[config.mk]
export PLATFORM = sky130hd
export DESIGN_NAME = bkpt_match_unit
export DESIGN_NICKNAME = d
export VERILOG_FILES = /design/src/rtl/bkpt_pkg.sv /design/src/rtl/bkpt_addr_cmp.sv /design/src/rtl/bkpt_addr_regs.sv /design/src/rtl/bkpt_ctrl.sv /design/src/rtl/bkpt_match_unit.sv
export SDC_FILE = /design/constraint.sdc
export NUM_CORES = 1
export LEC_CHECK = 0
export BUFFER_PORTS_ARGS = -buffer_cell sky130_fd_sc_hd__clkbuf_2
export CELL_PAD_IN_SITES_DETAIL_PLACEMENT = 1
export CELL_PAD_IN_SITES_GLOBAL_PLACEMENT = 2
export CORE_AREA = 4 4 140 142
export CTS_CLUSTER_DIAMETER = 60
export DETAILED_ROUTE_END_ITERATION = 8
export DIE_AREA = 0 0 144 146
export PLACE_DENSITY = 0.88
export SLEW_MARGIN = 30
export SYNTH_ARGS = -nofsm -noshare
export SYNTH_HDL_FRONTEND = slang
export SYNTH_HIERARCHICAL = 1
export SYNTH_SLANG_ARGS = --single-unit
[constraint.sdc]
create_clock -name clk -period 3.8 [get_ports clk]
set_input_delay 0.19 -clock clk [delete_from_list [all_inputs] [get_ports clk]]
set_output_delay 0.19 -clock clk [all_outputs]
set_load 0.02 [all_outputs]
[src/rtl/bkpt_pkg.sv]
package bkpt_pkg;
   localparam int CTRL_W = 32;

   // register select codes on the write port
   localparam logic [2:0] SEL_CTRL      = 3'd0;
   localparam logic [2:0] SEL_CODE_BASE = 3'd1;
   localparam logic [2:0] SEL_CODE_MASK = 3'd2;
   localparam logic [2:0] SEL_DATA_BASE = 3'd3;
   localparam logic [2:0] SEL_DATA_MASK = 3'd4;

   localparam logic [CTRL_W-1:0] CTRL_WMASK = 32'hFF80_F03F;

   // status flag positions
   localparam int ST_ANY   = 0;
   localparam int ST_CODE  = 1;
   localparam int ST_DATA  = 2;
   localparam int ST_LOAD  = 3;
   localparam int ST_STORE = 4;
   localparam int ST_NUM   = 5;

   // enable positions
   localparam int EN_MASTER_LO = 23;
   localparam int EN_CODE      = 24;
   localparam int EN_DATA      = 25;
   localparam int EN_LOAD      = 26;
   localparam int EN_STORE     = 27;
   localparam int EN_MASTER_HI = 31;

   // comparator channels
   localparam int CH_CODE = 0;
   localparam int CH_DATA = 1;
   localparam int CH_NUM  = 2;

   function automatic logic [2:0] base_sel(input int ch);
      return (ch == CH_CODE) ? SEL_CODE_BASE : SEL_DATA_BASE;
   endfunction

   function automatic logic [2:0] mask_sel(input int ch);
      return (ch == CH_CODE) ? SEL_CODE_MASK : SEL_DATA_MASK;
   endfunction
endpackage

[src/rtl/bkpt_addr_cmp.sv]
module bkpt_addr_cmp #(
   parameter int AW = 32
) (
   input  logic [AW-1:0] probe_i,
   input  logic [AW-1:0] base_i,
   input  logic [AW-1:0] mask_i,
   output logic          hit_o
);
   logic [AW-1:0] diff;

   always_comb begin
      diff  = (probe_i ^ base_i) & mask_i;
      hit_o = (|mask_i) && !(|diff);
   end
endmodule

[src/rtl/bkpt_addr_regs.sv]
module bkpt_addr_regs
   import bkpt_pkg::*;
#(
   parameter int AW = 32
) (
   input  logic                      clk,
   input  logic                      rst_n,
   input  logic                      wr_en_i,
   input  logic [2:0]                wr_sel_i,
   input  logic [CTRL_W-1:0]         wr_data_i,
   output logic [CH_NUM-1:0][AW-1:0] base_o,
   output logic [CH_NUM-1:0][AW-1:0] mask_o
);
   for (genvar ch = 0; ch < CH_NUM; ch++) begin : g_ch
      logic [AW-1:0] base_r;
      logic [AW-1:0] mask_r;

      always_ff @(posedge clk) begin
         if (!rst_n) begin
            base_r <= '0;
            mask_r <= '0;
         end else if (wr_en_i) begin
            if (wr_sel_i == base_sel(ch)) base_r <= wr_data_i[AW-1:0];
            if (wr_sel_i == mask_sel(ch)) mask_r <= wr_data_i[AW-1:0];
         end
      end

      assign base_o[ch] = base_r;
      assign mask_o[ch] = mask_r;
   end
endmodule

[src/rtl/bkpt_ctrl.sv]
module bkpt_ctrl
   import bkpt_pkg::*;
(
   input  logic              clk,
   input  logic              rst_n,
   input  logic              wr_i,
   input  logic [CTRL_W-1:0] wr_data_i,
   input  logic              set_code_i,
   input  logic              set_load_i,
   input  logic              set_store_i,
   output logic              code_on_o,
   output logic              load_on_o,
   output logic              store_on_o,
   output logic [CTRL_W-1:0] ctrl_o
);
   logic [CTRL_W-1:0] ctrl_q;
   logic [CTRL_W-1:0] ctrl_d;
   logic              master_on;

   always_comb begin
      master_on  = ctrl_q[EN_MASTER_LO] & ctrl_q[EN_MASTER_HI];
      code_on_o  = master_on & ctrl_q[EN_CODE];
      load_on_o  = master_on & ctrl_q[EN_DATA] & ctrl_q[EN_LOAD];
      store_on_o = master_on & ctrl_q[EN_DATA] & ctrl_q[EN_STORE];
   end

   always_comb begin
      ctrl_d = ctrl_q;
      if (wr_i) ctrl_d = (ctrl_q & ~CTRL_WMASK) | (wr_data_i & CTRL_WMASK);
      if (set_code_i) begin
         ctrl_d[ST_ANY]  = 1'b1;
         ctrl_d[ST_CODE] = 1'b1;
      end
      if (set_load_i || set_store_i) begin
         ctrl_d[ST_ANY]  = 1'b1;
         ctrl_d[ST_DATA] = 1'b1;
      end
      if (set_load_i)  ctrl_d[ST_LOAD]  = 1'b1;
      if (set_store_i) ctrl_d[ST_STORE] = 1'b1;
   end

   always_ff @(posedge clk) begin
      if (!rst_n) ctrl_q <= '0;
      else        ctrl_q <= ctrl_d;
   end

   assign ctrl_o = ctrl_q;

   for (genvar f = 0; f < ST_NUM; f++) begin : g_sticky

      sticky_flag_chk: assert property (@(posedge clk) disable iff (!rst_n)
         (ctrl_q[f] && !wr_i) |=> ctrl_q[f]);
   end


   always @(posedge clk) begin
      if (rst_n) rsvd_zero_chk: assert ((ctrl_q & ~CTRL_WMASK) == '0);
   end


   prio_chk: assert property (@(posedge clk) disable iff (!rst_n)
      ($rose(ctrl_q[ST_CODE]) && !$past(wr_i)) |-> !$rose(ctrl_q[ST_DATA]));
endmodule

[src/rtl/bkpt_match_unit.sv]
module bkpt_match_unit
   import bkpt_pkg::*;
#(
   parameter int AW         = 32,
   parameter int ALIGN_BITS = 2
) (
   input  logic              clk,
   input  logic              rst_n,
   input  logic              cfg_wr_en,
   input  logic [2:0]        cfg_wr_sel,
   input  logic [CTRL_W-1:0] cfg_wr_data,
   input  logic              fetch_valid,
   input  logic [AW-1:0]     fetch_addr,
   input  logic              dacc_valid,
   input  logic              dacc_write,
   input  logic              dacc_sub_word_store,
   input  logic [AW-1:0]     dacc_addr,
   output logic              bp_req,
   output logic [CTRL_W-1:0] ctrl_o
);
   localparam logic [AW-1:0] LOW_ONES = AW'((64'd1 << ALIGN_BITS) - 64'd1);

   if (AW > CTRL_W || AW <= ALIGN_BITS) begin : g_bad_cfg
      $error("bkpt_match_unit: AW must exceed ALIGN_BITS and fit the write port");
   end

   logic [CH_NUM-1:0][AW-1:0] base;
   logic [CH_NUM-1:0][AW-1:0] mask;
   logic [CH_NUM-1:0][AW-1:0] probe;
   logic [CH_NUM-1:0]         raw_hit;
   logic code_on, load_on, store_on;
   logic code_evt, data_evt, wr_ctrl;
   logic req_q;

   assign wr_ctrl = cfg_wr_en && (cfg_wr_sel == SEL_CTRL);

   bkpt_addr_regs #(.AW(AW)) u_regs (
      .clk       (clk),
      .rst_n     (rst_n),
      .wr_en_i   (cfg_wr_en),
      .wr_sel_i  (cfg_wr_sel),
      .wr_data_i (cfg_wr_data),
      .base_o    (base),
      .mask_o    (mask)
   );

   always_comb begin
      probe[CH_CODE] = fetch_addr;
      probe[CH_DATA] = (dacc_write && dacc_sub_word_store) ? (dacc_addr & ~LOW_ONES) : dacc_addr;
   end

   for (genvar ch = 0; ch < CH_NUM; ch++) begin : g_cmp
      bkpt_addr_cmp #(.AW(AW)) u_cmp (
         .probe_i (probe[ch]),
         .base_i  (base[ch]),
         .mask_i  (mask[ch]),
         .hit_o   (raw_hit[ch])
      );
   end

   always_comb begin
      code_evt = fetch_valid & code_on & raw_hit[CH_CODE];
      data_evt = dacc_valid & (dacc_write ? store_on : load_on) & raw_hit[CH_DATA] & ~code_evt;
   end

   bkpt_ctrl u_ctrl (
      .clk         (clk),
      .rst_n       (rst_n),
      .wr_i        (wr_ctrl),
      .wr_data_i   (cfg_wr_data),
      .set_code_i  (code_evt),
      .set_load_i  (data_evt & ~dacc_write),
      .set_store_i (data_evt & dacc_write),
      .code_on_o   (code_on),
      .load_on_o   (load_on),
      .store_on_o  (store_on),
      .ctrl_o      (ctrl_o)
   );

   always_ff @(posedge clk) begin
      if (!rst_n) req_q <= 1'b0;
      else        req_q <= code_evt | data_evt;
   end

   assign bp_req = req_q;


   req_flag_chk: assert property (@(posedge clk) disable iff (!rst_n)
      bp_req |-> ctrl_o[ST_ANY]);


   codeflag_chk: assert property (@(posedge clk) disable iff (!rst_n)
      (!ctrl_o[ST_CODE] && !fetch_valid && !wr_ctrl) |=> !ctrl_o[ST_CODE]);
endmodule

# Yosys cells after proc, flatten, opt, wreduce, memory -nomap -nowiden

Index checks and enable logic that the tools add are counted.
W data, S select, Z words.

Register bits after elaboration: 161
Output and inout bits: 33
Word-level logic and storage cells: 64
Input port bits: 106

Muxes and demuxes: 8
Bitwise operators: 20
Reduce and logical (&&, ||, !) cells: 21
Eq/ne operators: 4

Operators by type and width:

| operator             | number |
|---|---|
| $reduce_or A32 Y1    | 4 |
| $and A32 B32 Y32     | 2 |
| $xor A32 B32 Y32     | 2 |
| $or A23 B32 Y32      | 1 |
| $and A1 B1 Y1        | 12 |
| $reduce_and A2 Y1    | 4 |
| $reduce_bool A2 Y1   | 4 |
| $eq A3 B2 Y1 const B | 2 |
| $mux W1              | 5 |
| $mux W5              | 1 |
| $logic_and A1 B1 Y1  | 4 |
| $mux W2              | 2 |
| $eq A3 B1 Y1 const B | 1 |
| $eq A3 B3 Y1 const B | 1 |
| $logic_not A3 Y1     | 1 |
| $reduce_bool A3 Y1   | 1 |
| $logic_not A1 Y1     | 2 |
| $not A1 Y1           | 2 |
| $logic_or A1 B1 Y1   | 1 |
| $or A1 B1 Y1         | 1 |

# Longest topological paths before layout

Depth in word-level cells: 12
Mapped depth: 9
Mapped depth without buffers: 9

# Modules after synthesis

The synthesis kept the hierarchy.

Modules (own cells, without submodules):

| module          | seq. area each (µm²) | area an instance (µm²) | instances | cells an instance |
|---|---|---|---|---|
| bkpt_addr_regs  | 2,562.5              | 4,709.5                | 1         | 453 |
| bkpt_addr_cmp   | 0.0                  | 526.8                  | 2         | 62 |
| bkpt_ctrl       | 380.4                | 865.8                  | 1         | 78 |
| bkpt_match_unit | 20.0                 | 98.8                   | 1         | 11 |

# Least setup slack after synthesis

Ideal clock, no wire load.

Path type: register -> register
Start point: reg u_regs.g_ch[1].base_r[16]
End point: reg u_ctrl.ctrl_q[0], in the netlist u_ctrl/ctrl_o[0]
Required time: 3.724 ns
Path buffers: 0
Period minus slack after synthesis: 1.904 ns
Library setup time: 0.076 ns
Cell stages (with the launch flop): 10
Data arrival time: 1.828 ns
Path slack: 1.896 ns
Path through: dfxtp_1 xor2_1 a22o_1 a221oi_2 o2111ai_1 nor3_2 nand2_1 nor4_1 nor3_1 a21boi_0

Word-level cells in the longest chain between the ends: 10
Elaborated cells between the ends (all ways): 12
Those cells by class: mux (1); bitwise (6); reduce/logical (5)

Ends and longest elaborated chain:

| element                                                               | line                                         | text |
|---|---|---|
| start: declaration                                                    | bkpt_addr_regs.sv:15                         | `logic [AW-1:0] base_r;` |
| start signal: assignment                                              | bkpt_addr_regs.sv:23                         | `if (wr_sel_i == base_sel(ch)) base_r <= wr_data_i[AW-1:0];` |
| $xor A32 B32 Y32 (*)                                                  | bkpt_addr_cmp.sv:12                          | `diff = (probe_i ^ base_i) & mask_i;` |
| $and A32 B32 Y32 (*)                                                  | bkpt_addr_cmp.sv:12                          |  |
| $reduce_or A32 Y1 (*)                                                 | bkpt_addr_cmp.sv:13                          | `hit_o = (\|mask_i) && !(\|diff);` |
| $logic_not A1 Y1 (*)                                                  | bkpt_addr_cmp.sv:13                          |  |
| $logic_and A1 B1 Y1 (*)                                               | bkpt_addr_cmp.sv:13                          |  |
| net raw_hit[1]                                                        | bkpt_match_unit.sv:30                        | `logic [CH_NUM-1:0] raw_hit;` |
| $and A1 B1 Y1 (*) (2 in series)                                       | bkpt_match_unit.sv:63                        | `data_evt = dacc_valid & (dacc_write ? store_on : load_on) & raw_hit[CH_DATA] & ~code_evt;` |
| $and A1 B1 Y1 (on tied branches)                                      | bkpt_match_unit.sv:72, bkpt_match_unit.sv:73 |  |
| $logic_or A1 B1 Y1 (*)                                                | bkpt_ctrl.sv:34                              | `if (set_load_i \|\| set_store_i) begin` |
| $reduce_bool A3 Y1 (no source line) / $mux W1 (equally long branches) | -                                            |  |
| end signal: assignment                                                | bkpt_ctrl.sv:44                              | `else ctrl_q <= ctrl_d;` |
| end: declaration                                                      | bkpt_ctrl.sv:16                              | `logic [CTRL_W-1:0] ctrl_q;` |

Mark *: on every way through the listed nets, which the timed path passes. The rest lies on a longest branch.
A chain may end at the register's enable or synchronous reset.

# Final worst setup path

Start point: reg u_regs.g_ch[1].base_r[21]
End point: reg u_ctrl.ctrl_q[0], in the netlist u_ctrl/ctrl_o[0]

The elaborated chain is that of the path after synthesis.

==> key figures <==
Run status
  – Status: complete, no violations

Yosys
  – YS warnings: 6
  – Mean Syn Cell Area: 10.1 sq um
  – Yosys cell types: 34
  – FF+latch count, synth: around 150
  – Top post-synthesis cells by area: dfxtp_1 44%, mux2i_1 21%, nand2_1 9.0%, xor2_1 8.3%, buf_4 2.5%
  – Cells after Synth: 666
  – Seq/Total Area, Yosys: 44.0%
  – Share of the synthesized area in the top cell type: between 40 and 50%
  – Synth area leader: dfxtp_1
  – Mapped Area: ~6700 sq um

Final layout
  – # diodes: 0
  – Share of cells above drive strength 1: 23.0%
  – Area Overhead vs Synth: 19.0%
  – Most common cell after layout, fill and taps aside: nand2_1
  – Final nets: between 800 and 900
  – Most frequent cells in the layout: 161 x nand2_1, 148 x dfxtp_1, 144 x mux2i_1, 124 x clkbuf_2, 64 x xor2_1
  – Fin cells: 1029
  – Finished Core Util: 43.4%

Die
  – Total die area: approximately 21000 sq um
  – Chip Height: between 100 and 150 um
  – Row cnt: 50
  – Core area: 18500 sq um
  – Initial Util: a little over a third
  – Die width: 144 um
  – Top Ports: 139

STA
  – Final period util: around three fifths
  – Final Hold Vio Count: 0
  – Setup TNS: 0 ns
  – Max Fclk: 0.435 GHz
  – RSZ-0062 raised after global routing: no
  – Fin. max-slew vios: 0
  – Final setup vio count: 0
  – Period minus WS final: ~2.3 ns
  – Clk_skew: 0.00891 ns
  – Worst-margin pin slew: 0.823 ns
  – Rel. slew slack: 45.2%

Pwr
  – Combinational Power Share: 9.5%
  – Switching share of total power: 25.1%
  – Clock power frac: a little under half
  – Leak: 3.92 nW
  – Final Total Pwr: 0.00358 W
  – Sequential Power Share: roughly 45%
  – Pwr Density: 447 nW/um^2
  – Maximum vdd drop: 0.000299 V
  – Sw power: 0.000900 W
  – Pint: roughly 0.0027 W

Worst setup path
  – Arr. time, crit path: 2.64 ns
  – Worst-path maximum fanout: 3
  – CP Launch Point: u_regs/g_ch[1].base_r[21]
  – Crit path launch type: flop
  – RR Startpoint: u_regs/g_ch[1].base_r[21]
  – Setup Crit Path Kind: flop to flop
  – Crit. End Element: flop
  – Worst path required time: 4.15 ns

Min path
  – Worst hold path type: input port to flop
  – Worst hold start: dacc_valid

Routing
  – Via count: 5125
  – Routed wire length: 20300 um
  – Iteration-0 DRC Markers: 273
  – Detail Route Antenna Nets: 0
  – Vias per cell: ~5
  – DR WL/cell: around 20 um
  – # DRC: 0
  – DRT Pass-1 Iters: 6

CTS
  – Hold_buf cts: 0
  – Clk buf depth: 2
  – H-tree levels: 4
  – CTS sink cnt: ~150
  – Setup bufs post-CTS: 0
  – TritonCTS clock tree: yes
  – Inserted Clock Buffers: 17
  – Root buf cell: clkbuf_16
  – Worst-path clk slew: 0.06 ns
  – CTS resizes: 0
  – Clk_lat worst skew: 0.42 ns

Place
  – DP HPWL: approximately 15000 um
  – Post-Place Cells: between 900 and 1000
  – GPL Wtd Cong: 0.832
  – IO buf count: 125

Global route
  – Vias in the first global route: 5380
  – First-pass GRT wire length: 30900 um
  – Largest net degree at the start of global routing: a little over 70
  – Gr ovfl total: 0
  – Initial antenna violation count: 0
  – Total GRT Usage: 19.6%

Job
  – MaxCap Viol Count: 0
==> cell families after synthesis <==
kind of cell	after synthesis	synth area share [%]
compound gates	42	5.77
mux	148	22.1
other cells	1	0.0557
xor+xnor	64	8.33
flops	148	44.0
simple gates	214	14.6
buf+inv	49	5.10
==> state kept, by name, indices dropped and copies added, names as in the netlist <==
register / count
bp_req: 1
u_ctrl/ctrl_o: 19
u_regs/g_ch.base_r: 64
u_regs/g_ch.mask_r: 64
==> worst max-delay path, stage by stage (launching register included) <==
cell and delay [ns]:
dfxtp_1 0.32, xor2_1 0.16, a22o_1 0.25, a221oi_1 0.31
nand4_1 0.16, nor3_2 0.25, nand2_1 0.12, nor4_1 0.41
nor3_1 0.08, a21boi_0 0.17
==> per-layer routing <==
layer	track usage, %	vias to the layer above	share of wire (%)
met5	0	-	0
met4	5.13	0	1.1
met3	3.45	17	4.4
met2	32.4	94	49
met1	26.5	2498	45
li1	-	2516	-
==> Yosys cell counts <==
library cell / count
clkbuf_1: 9
mux2_4: 1
nor3_2: 2
conb_1: 1
nor3_1: 1
o2111ai_1: 2
o21a_1: 3
nand4_1: 6
nor4b_2: 1
nand4bb_1: 2
xor2_1: 64
buf_8: 1
nor4b_1: 1
buf_2: 10
o2bb2ai_1: 1
mux2i_1: 144
a221oi_2: 6
and4bb_1: 1
dfxtp_1: 148
and4_1: 2
buf_4: 22
nand3_1: 3
nor4_1: 17
nor2b_1: 14
a22o_1: 12
o31a_1: 1
mux2_2: 3
a221oi_1: 6
and3_1: 2
buf_6: 7
nand2_1: 161
a21boi_0: 3
nand4b_2: 1
a22oi_1: 8
==> final cells by class <==
class | instances | area, sq um
tap | 234 | 293
clock inverter | 13 | 134
sequential | 148 | 2960
multi-input combinational | 481 | 3480
clock buffer | 18 | 429
timing repair buffer | 135 | 703
fill | 2117 | 10500
==> power by group through the flow <==
stage | registers, W | clock network, W | logic, W
6_report | 0.00161 | 0.00163 | 0.000340
4_1_cts | 0.00161 | 0.00166 | 0.000344
3_3_place_gp | 0.00165 | 0 | 0.000340
5_1_grt | 0.00162 | 0.00173 | 0.000369
3_5_place_dp | 0.00165 | 0 | 0.000342
2_1_floorplan | 0.00164 | 0 | 0.000205
==> metrics by stage <==
| stage | worst slack (ns) | hold slack, ns | cell area [sq um] |
|---|---|---|---|
| after floorplan | 1.90 | 0.307 | 6770 |
| after detailed placement | 1.46 | 0.462 | 7440 |
| final | 1.50 | 0.0216 | 8010 |
| after global placement | 1.52 | 0.454 | 7440 |
| after global routing | 1.24 | 0.00905 | 8010 |
| after CTS | 1.47 | 0.00576 | 8010 |
==> final timing paths <==
path	to	slack, ns	depth (start not counted)
setup / recovery	u_ctrl/ctrl_o[0]	1.50	9
hold / removal	bp_req	0.02	3
setup reg to reg	u_ctrl/ctrl_o[0]	1.50	9
hold reg to reg	u_regs/g_ch[0].base_r[27]	0.47	2
(Power assumes the default switching activity.)
